--- src/rtl/seconds_counter_pkg.sv ---
package seconds_counter_pkg;
  typedef enum logic [1:0] {
    WA_DIVISOR = 2'd0,
    WA_ALARM   = 2'd1,
    WA_IRQ_EN  = 2'd2,
    WA_NONE    = 2'd3
  } wr_addr_e;

  typedef enum logic [1:0] {
    RA_COUNT   = 2'd0,
    RA_STATUS  = 2'd1,
    RA_DIVISOR = 2'd2,
    RA_ALARM   = 2'd3
  } rd_addr_e;

  localparam int unsigned FLAG_INC   = 0;
  localparam int unsigned FLAG_ALARM = 1;
  localparam int unsigned NUM_FLAGS  = 2;
endpackage

--- src/rtl/sc_prescaler.sv ---
module sc_prescaler #(
  parameter int unsigned PRE_W = 16
) (
  input  logic             clk_i,
  input  logic             rst_ni,
  input  logic             tick_i,
  input  logic             restart_i,
  input  logic [PRE_W-1:0] div_i,
  output logic             step_o
);
  logic [PRE_W-1:0] phase_q;
  logic [PRE_W-1:0] last_phase;
  logic             at_last;

  // div 0 wraps to all ones: a full 2^PRE_W period
  assign last_phase = div_i - 1'b1;
  assign at_last    = (phase_q == last_phase);
  assign step_o     = tick_i & at_last & ~restart_i;

  always_ff @(posedge clk_i or negedge rst_ni) begin
    if (!rst_ni)        phase_q <= '0;
    else if (restart_i) phase_q <= '0;
    else if (tick_i)    phase_q <= at_last ? '0 : phase_q + 1'b1;
  end
endmodule

--- src/rtl/sc_counter.sv ---
module sc_counter #(
  parameter int unsigned CNT_W = 20
) (
  input  logic             clk_i,
  input  logic             rst_ni,
  input  logic             step_i,
  input  logic             restart_i,
  input  logic [CNT_W-1:0] alarm_i,
  output logic [CNT_W-1:0] count_o,
  output logic             hit_o
);
  logic [CNT_W-1:0] count_q;
  logic [CNT_W-1:0] count_nxt;

  assign count_nxt = count_q + 1'b1;
  // compare only on the advancing cycle: one hit per occurrence
  assign hit_o     = step_i & (count_nxt == alarm_i);
  assign count_o   = count_q;

  always_ff @(posedge clk_i or negedge rst_ni) begin
    if (!rst_ni)        count_q <= '0;
    else if (restart_i) count_q <= '0;
    else if (step_i)    count_q <= count_nxt;
  end
endmodule

--- src/rtl/sc_status.sv ---
module sc_status #(
  parameter int unsigned NF = 2
) (
  input  logic          clk_i,
  input  logic          rst_ni,
  input  logic [NF-1:0] set_i,
  input  logic          clr_i,
  input  logic [NF-1:0] en_i,
  output logic [NF-1:0] flags_o,
  output logic          irq_o
);
  logic [NF-1:0] flags_q;

  for (genvar g = 0; g < NF; g++) begin : g_flag
    always_ff @(posedge clk_i or negedge rst_ni) begin
      if (!rst_ni) flags_q[g] <= 1'b0;
      else         flags_q[g] <= set_i[g] | (flags_q[g] & ~clr_i);
    end
  end

  assign flags_o = flags_q;
  assign irq_o   = |(flags_q & en_i);
endmodule

--- src/rtl/seconds_counter.sv ---
module seconds_counter
  import seconds_counter_pkg::*;
#(
  parameter int unsigned CNT_W   = 20,
  parameter int unsigned PRE_W   = 16,
  parameter int unsigned DATA_W  = 32,
  parameter logic [PRE_W-1:0] PRE_RST = 16'h8000
) (
  input  logic              clk_i,
  input  logic              rst_ni,
  input  logic              slow_tick_i,
  input  logic              wr_en_i,
  input  logic [1:0]        wr_addr_i,
  input  logic [DATA_W-1:0] wr_data_i,
  input  logic              rd_en_i,
  input  logic [1:0]        rd_addr_i,
  output logic [DATA_W-1:0] rd_data_o,
  output logic              irq_o
);
  localparam int unsigned NF = NUM_FLAGS;

  logic [PRE_W-1:0] div_q;
  logic [CNT_W-1:0] alarm_q;
  logic [NF-1:0]    irq_en_q;
  logic             pre_wr, alarm_wr, en_wr, sts_clr;
  logic             step_w, hit_w;
  logic [CNT_W-1:0] count_w;
  logic [NF-1:0]    flags_w, set_w;

  assign pre_wr   = wr_en_i & (wr_addr_e'(wr_addr_i) == WA_DIVISOR);
  assign alarm_wr = wr_en_i & (wr_addr_e'(wr_addr_i) == WA_ALARM);
  assign en_wr    = wr_en_i & (wr_addr_e'(wr_addr_i) == WA_IRQ_EN);
  assign sts_clr  = rd_en_i & (rd_addr_e'(rd_addr_i) == RA_STATUS);

  always_ff @(posedge clk_i or negedge rst_ni) begin
    if (!rst_ni) begin
      div_q    <= PRE_RST;
      alarm_q  <= '1;
      irq_en_q <= '0;
    end else begin
      if (pre_wr)   div_q    <= wr_data_i[PRE_W-1:0];
      if (alarm_wr) alarm_q  <= wr_data_i[CNT_W-1:0];
      if (en_wr)    irq_en_q <= wr_data_i[NF-1:0];
    end
  end

  sc_prescaler #(.PRE_W(PRE_W)) u_pre (
    .clk_i     (clk_i),
    .rst_ni    (rst_ni),
    .tick_i    (slow_tick_i),
    .restart_i (pre_wr),
    .div_i     (div_q),
    .step_o    (step_w)
  );

  sc_counter #(.CNT_W(CNT_W)) u_cnt (
    .clk_i     (clk_i),
    .rst_ni    (rst_ni),
    .step_i    (step_w),
    .restart_i (pre_wr),
    .alarm_i   (alarm_q),
    .count_o   (count_w),
    .hit_o     (hit_w)
  );

  always_comb begin
    set_w             = '0;
    set_w[FLAG_INC]   = step_w;
    set_w[FLAG_ALARM] = hit_w;
  end

  sc_status #(.NF(NF)) u_sts (
    .clk_i   (clk_i),
    .rst_ni  (rst_ni),
    .set_i   (set_w),
    .clr_i   (sts_clr),
    .en_i    (irq_en_q),
    .flags_o (flags_w),
    .irq_o   (irq_o)
  );

  always_comb begin
    rd_data_o = '0;
    unique case (rd_addr_e'(rd_addr_i))
      RA_COUNT:   rd_data_o[CNT_W-1:0] = count_w;
      RA_STATUS:  rd_data_o[NF-1:0]    = flags_w;
      RA_DIVISOR: rd_data_o[PRE_W-1:0] = div_q;
      RA_ALARM:   rd_data_o[CNT_W-1:0] = alarm_q;
      default:    rd_data_o            = '0;
    endcase
  end
endmodule

--- config.mk ---
export PLATFORM = sky130hd
export DESIGN_NAME = seconds_counter
export DESIGN_NICKNAME = d
export VERILOG_FILES = /design/src/rtl/seconds_counter_pkg.sv /design/src/rtl/sc_prescaler.sv /design/src/rtl/sc_counter.sv /design/src/rtl/sc_status.sv /design/src/rtl/seconds_counter.sv
export SDC_FILE = /design/constraint.sdc
export NUM_CORES = 1
export LEC_CHECK = 0
export BUFFER_PORTS_ARGS = -buffer_cell sky130_fd_sc_hd__buf_2
export CORE_UTILIZATION = 50
export CTS_CLUSTER_SIZE = 40
export DETAILED_ROUTE_END_ITERATION = 12
export PLACE_DENSITY = 0.71
export SLEW_MARGIN = 5
export SYNTH_ARGS = -nofsm -noshare
export SYNTH_HDL_FRONTEND = slang
export SYNTH_SLANG_ARGS = --single-unit
--- constraint.sdc ---
create_clock -name clk_i -period 3.8 [get_ports clk_i]
set_input_delay 0.76 -clock clk_i [delete_from_list [all_inputs] [get_ports clk_i]]
set_output_delay 0.76 -clock clk_i [all_outputs]
set_load 0.005 [all_outputs]
* Yosys cells after proc, flatten, opt, wreduce, memory -nomap -nowiden
Cells that the tools add are included.
Widths: inputs -> output; s select.
** Storage, ports and cells
- Output and inout port bits :: 33
- Word-level logic and storage cells :: 44
- Bits in registers :: 76
- Bits of input ports :: 41
** Cells by class
- Bitwise gates (word level) :: 14
- Eq/ne operators :: 7
- Reduce and logical (&&, ||, !) cells :: 5
- Mux-type cells :: 8
- $add $sub $neg :: 3
** Operator list (number)
- $mux 16 :: 3
- $pmux 14 s3 :: 1
- $mux 20 :: 2
- $add 20x1->20 const B :: 1
- $eq 20x20->1 :: 1
- $add 16x1->16 const B :: 1
- $eq 16x16->1 :: 1
- $sub 16x1->16 const B :: 1
- $and 1x1->1 :: 9
- $pmux 2 s4 :: 1
- $pmux 4 s2 :: 1
- $eq 2x2->1 const B :: 3
- $eq 2x1->1 const B :: 2
- $logic_not 2->1 :: 2
- $reduce_bool 2->1 :: 2
- $and 2x2->2 :: 1
- $not 1->1 :: 2
- $or 1x1->1 :: 2
- $reduce_or 2->1 :: 1

* Longest topological paths before layout
- Depth in word-level cells :: 6
- Mapped depth :: 11
- Depth with buffers taken out :: 9

* By module
Synthesis repeated with hierarchy kept, for this count alone.
** Unflattened totals
- Cell total of the unflattened synthesis :: 535
- Area total of the unflattened synthesis :: 5273.8 sq um
** By module, submodules not included
- seconds_counter :: cells an instance 153, seq. area each 977.2 sq um, instances 1, area an instance 1990.7 sq um
- sc_counter :: cells an instance 194, seq. area each 500.5 sq um, instances 1, area an instance 1681.6 sq um
- sc_prescaler :: cells an instance 182, seq. area each 400.4 sq um, instances 1, area an instance 1524.0 sq um
- sc_status :: cells an instance 6, seq. area each 50.0 sq um, instances 1, area an instance 77.6 sq um

* Worst setup path after synthesis
Ideal clock, no wire load.
- Kind :: reg2reg
- Start :: reg div_q[0]
- End :: reg u_cnt.count_q[15] (netlist: u_cnt.count_o[15])
- Cell stages (with the launch flop) :: 12
- Setup time :: 0.120 ns
- Clock period less this slack :: 2.709 ns
- Required time :: 3.680 ns
- Data arrival time :: 2.589 ns
- Path slack :: 1.091 ns
- Path buffers :: 2
- Cells stage by stage :: dfrtp_1 > buf_2 > inv_1 > ha_1 > or4b_4 > nor3_4 > nand2_1 > xnor2_1 > nor4_4 > buf_2 > a31oi_1 > a41o_1
** Between the ends
- Cells in the longest elaborated chain, start to end :: 5
** Ends and longest elaborated chain
- start, declared :: RTL line seconds_counter.sv:22 : logic [PRE_W-1:0] div_q;
- start signal, assigned :: RTL line seconds_counter.sv:41 : if (pre_wr) div_q <= wr_data_i[PRE_W-1:0];
- $sub 16x1->16 :: RTL line sc_prescaler.sv:16 : assign last_phase = div_i - 1'b1;
- $eq 16x16->1 :: RTL line sc_prescaler.sv:17 : assign at_last = (phase_q == last_phase);
- $and 1x1->1 (2 in a row) :: RTL line sc_prescaler.sv:18 : assign step_o = tick_i & at_last & ~restart_i;
- $reduce_bool 2->1 (no source line)
- end signal, assigned :: RTL line sc_counter.sv:23 : else if (step_i) count_q <= count_nxt;
- end, declared :: RTL line sc_counter.sv:12 : logic [CNT_W-1:0] count_q;
Every way passes these cells.
A chain may end at the register's enable or synchronous reset.

* Worst setup path after layout
- Start :: reg div_q[0]
- End :: reg u_cnt.count_q[19] (netlist: u_cnt.count_o[19])
The elaborated chain is that of the path after synthesis.

==> impl_metrics.ini <==
[worst_setup_path]
critPathMaxStageDelay_ps = 540
startpoint_type = flip-flop
slowest_stage = or4b_4
cp_num_cells = 10
cp.required_ps = 4060
cp_max_fo = 23
crit_path_end_kind = flip-flop
cpLargestDelayFamily = simple AND/OR/NAND/NOR gates
cp.arrival_ps = 3340
ff2ff_path_depth = 10
path_cells = inv_1 -> ha_1 -> or4b_4 -> nor3_4 -> nand2_1 -> xnor2_1 -> nor4_4 -> buf_4 -> a31oi_1 -> a41o_1
path_class = reg -> reg
crit_buf_inv = 2

[sta]
fin_crit_sh_pct = 81.1
final-setup-viol-count = 0
finalClockSkew_ps = 8.28
worstMarginPinSlew_ps = 1210
fin_crit_ps = 3080
relSlewSlack_pct = 19.2
hold_slack_ps = 516
fin_ws_ps = 718
max_freq_ghz = 0.325
setup-tns-final_ps = 0
hold_viol = 0
drv_slew = 0
rsz0062_at_grt = false

[clocking]
cts_tree = yes
insertion_delay_ps = 370
cts_made_buffers = 9
cts_resized = 0
path_clk_slew_ps = 90
cts_hold_buf = 0
cts_root_buf = clkbuf_8
cts_buffer_depth = 2
cts_setup_buffers = 0
cts.sinks = 76
h-tree-depth = 3

[die]
core_area_sq_um = 10300
rows = 37
dieArea_sq_um = 11000
die_y_um = 105
initial_core_util_pct = 51.5
io_pins = 74
die_w_um = 105

[final_layout]
layout_commonest_cell = nand2_1
final_nets = 667
drive_above_1_share_pct = 19.9
antenna_cells = 0
area_delta_synth_final_pct = 8.43
layout_common_cells = nand2_1 (85), dfrtp_1 (55), nor2_1 (49)

[outcome]
outcome = completed

[grt]
grt_pass1_vias = 4507
grtUsageTotal_pct = 26.8
grt_pass1_wl_mm = 23.1
grt_overflow = 0
antenna_found_initial = 0
grt_start_max_net_pins = 77

[yosys]
syn-instance-count = 597
ys_warn_count = 0
synth-async-reset-ratio_pct = 100
synth.distinct_cells = 62
synth_edf_count = 0
netlist_area_sq_um = 5310
synth_area_per_cell_sq_um = 8.90
synth_seq_cells = 76
synth-seq-area-share_pct = 36.3
ys.flop_type = dfrtp_1

[detailed_routing]
firstDrtPassIters = 5
drtAntennaViolNets = 0
viasPerCell = 6.15
vias = 4658
routedWlPerCell_um = 18.5
drc = 0
wl_mm = 14.0
drt_iter0_drc = 442

[power_and_ir_drop]
p_leak_uw = 0.00263
swShare_pct = 33.5
pwr-share-comb_pct = 22.4
p_total_uw = 2310
p_int_uw = 1540
power_frac_clock_pct = 30.9
pwr-share-seq_pct = 46.7
power_density_nw_per_um2 = 401
peakVddDrop_mv = 0.237
switchingPower_uw = 774

[placement]
pre_cts_ws_ps = 761
place.gp.congestion = 0.885
portBuffers = 49
dp_hpwl_mm = 9.83

[worst_hold_path]
hold_depth = 2
min_path_type = reg -> reg

[run]
max-cap-violations = 0
## stage by stage
| step | utilization, % | instances | area, sq um |
|---|---|---|---|
| after global placement | 53.7 | 742 | 5540 |
| after global routing | 55.8 | 758 | 5760 |
| after floorplan | - | 608 | 5360 |
| after detailed placement | 53.7 | 742 | 5540 |
| final | 55.8 | 758 | 5760 |
| after CTS | 55.8 | 758 | 5760 |
## power groups by stage
| stage | logic (uW) | registers [uW] | clock network [uW] |
|---|---|---|---|
| 2_1_floorplan | 428 | 1010 | 0 |
| 3_3_place_gp | 497 | 1080 | 0 |
| 3_5_place_dp | 513 | 1090 | 0 |
| 4_1_cts | 515 | 1070 | 721 |
| 5_1_grt | 574 | 1090 | 751 |
| 6_report | 517 | 1080 | 715 |
## sequential cells by signal (all words and copies together) (netlist names)
| signal | count |
|---|---|
| irq_en_q | 2 |
| u_pre.phase_q | 16 |
| u_cnt.count_o | 20 |
| alarm_q | 20 |
| u_sts.flags_o | 2 |
| div_q | 16 |
## logic make-up after synthesis
logic type | Yosys count | share of synthesized area, %
mux | 43 | 8.62
flops | 76 | 36.3
xor+xnor | 57 | 9.39
compound gates | 77 | 11.3
other cells | 1 | 0.0706
buf+inv | 71 | 6.26
simple gates | 263 | 25.9
fa+ha+maj | 9 | 2.12
## area by class of cell
cell class,instances,area (sq um)
Fill cell,943,4560
Multi-Input combinational cell,461,3100
Sequential cell,76,1930
Timing Repair Buffer,54,285
Tap cell,136,170
Clock buffer,9,124
Clock inverter,7,98.8
Inverter,15,56.3
## Yosys cell counts, types with 14 or more instances
cell type | count | area, sq um
nand2_1 | 85 | 319
clkbuf_1 | 35 | 131
dfstp_2 | 21 | 552
xor2_1 | 25 | 219
nand3_1 | 19 | 95.1
mux2i_1 | 21 | 210
xnor2_1 | 32 | 280
inv_1 | 15 | 56.3
nand2b_1 | 14 | 87.6
nor2_1 | 49 | 184
nor3_1 | 16 | 80.1
mux2_2 | 22 | 248
dfrtp_1 | 55 | 1380
o21ai_0 | 14 | 70.1
nand4_1 | 23 | 144
a222oi_1 | 16 | 160
## worst reg2reg max path: cells and delay by family (launching register included)
family,cells,cell delay (ps)
AOI/OAI and AO/OA,2,350
xor gates and xnor gates,1,180
buffers and inverters,2,460
and+or+nand+nor,4,1190
adders and majority gates,1,310
DFF,1,490
## worst paths after layout
path | from | end | slack [ps]
setup reg to reg | div_q[0] | u_cnt.count_o[19] | 720
hold / removal | div_q[15] | div_q[15] | 520
max in group asynchronous | rst_ni | div_q[13] | 2640
hold reg to reg | div_q[15] | div_q[15] | 520
min in group asynchronous | rst_ni | irq_en_q[1] | 550
setup / recovery | div_q[0] | u_cnt.count_o[19] | 720
## metal layers
layer / vias to the layer above / global-route usage, % / part of all wire (%)
met2: 202 / 43.0 / 46
met4: 0 / 11.1 / 2.3
li1: 2158 / - / -
met5: - / 0 / 0
met3: 26 / 3.87 / 6.8
met1: 2272 / 36.2 / 45
Note: power is estimated with default switching activity, not from simulation.
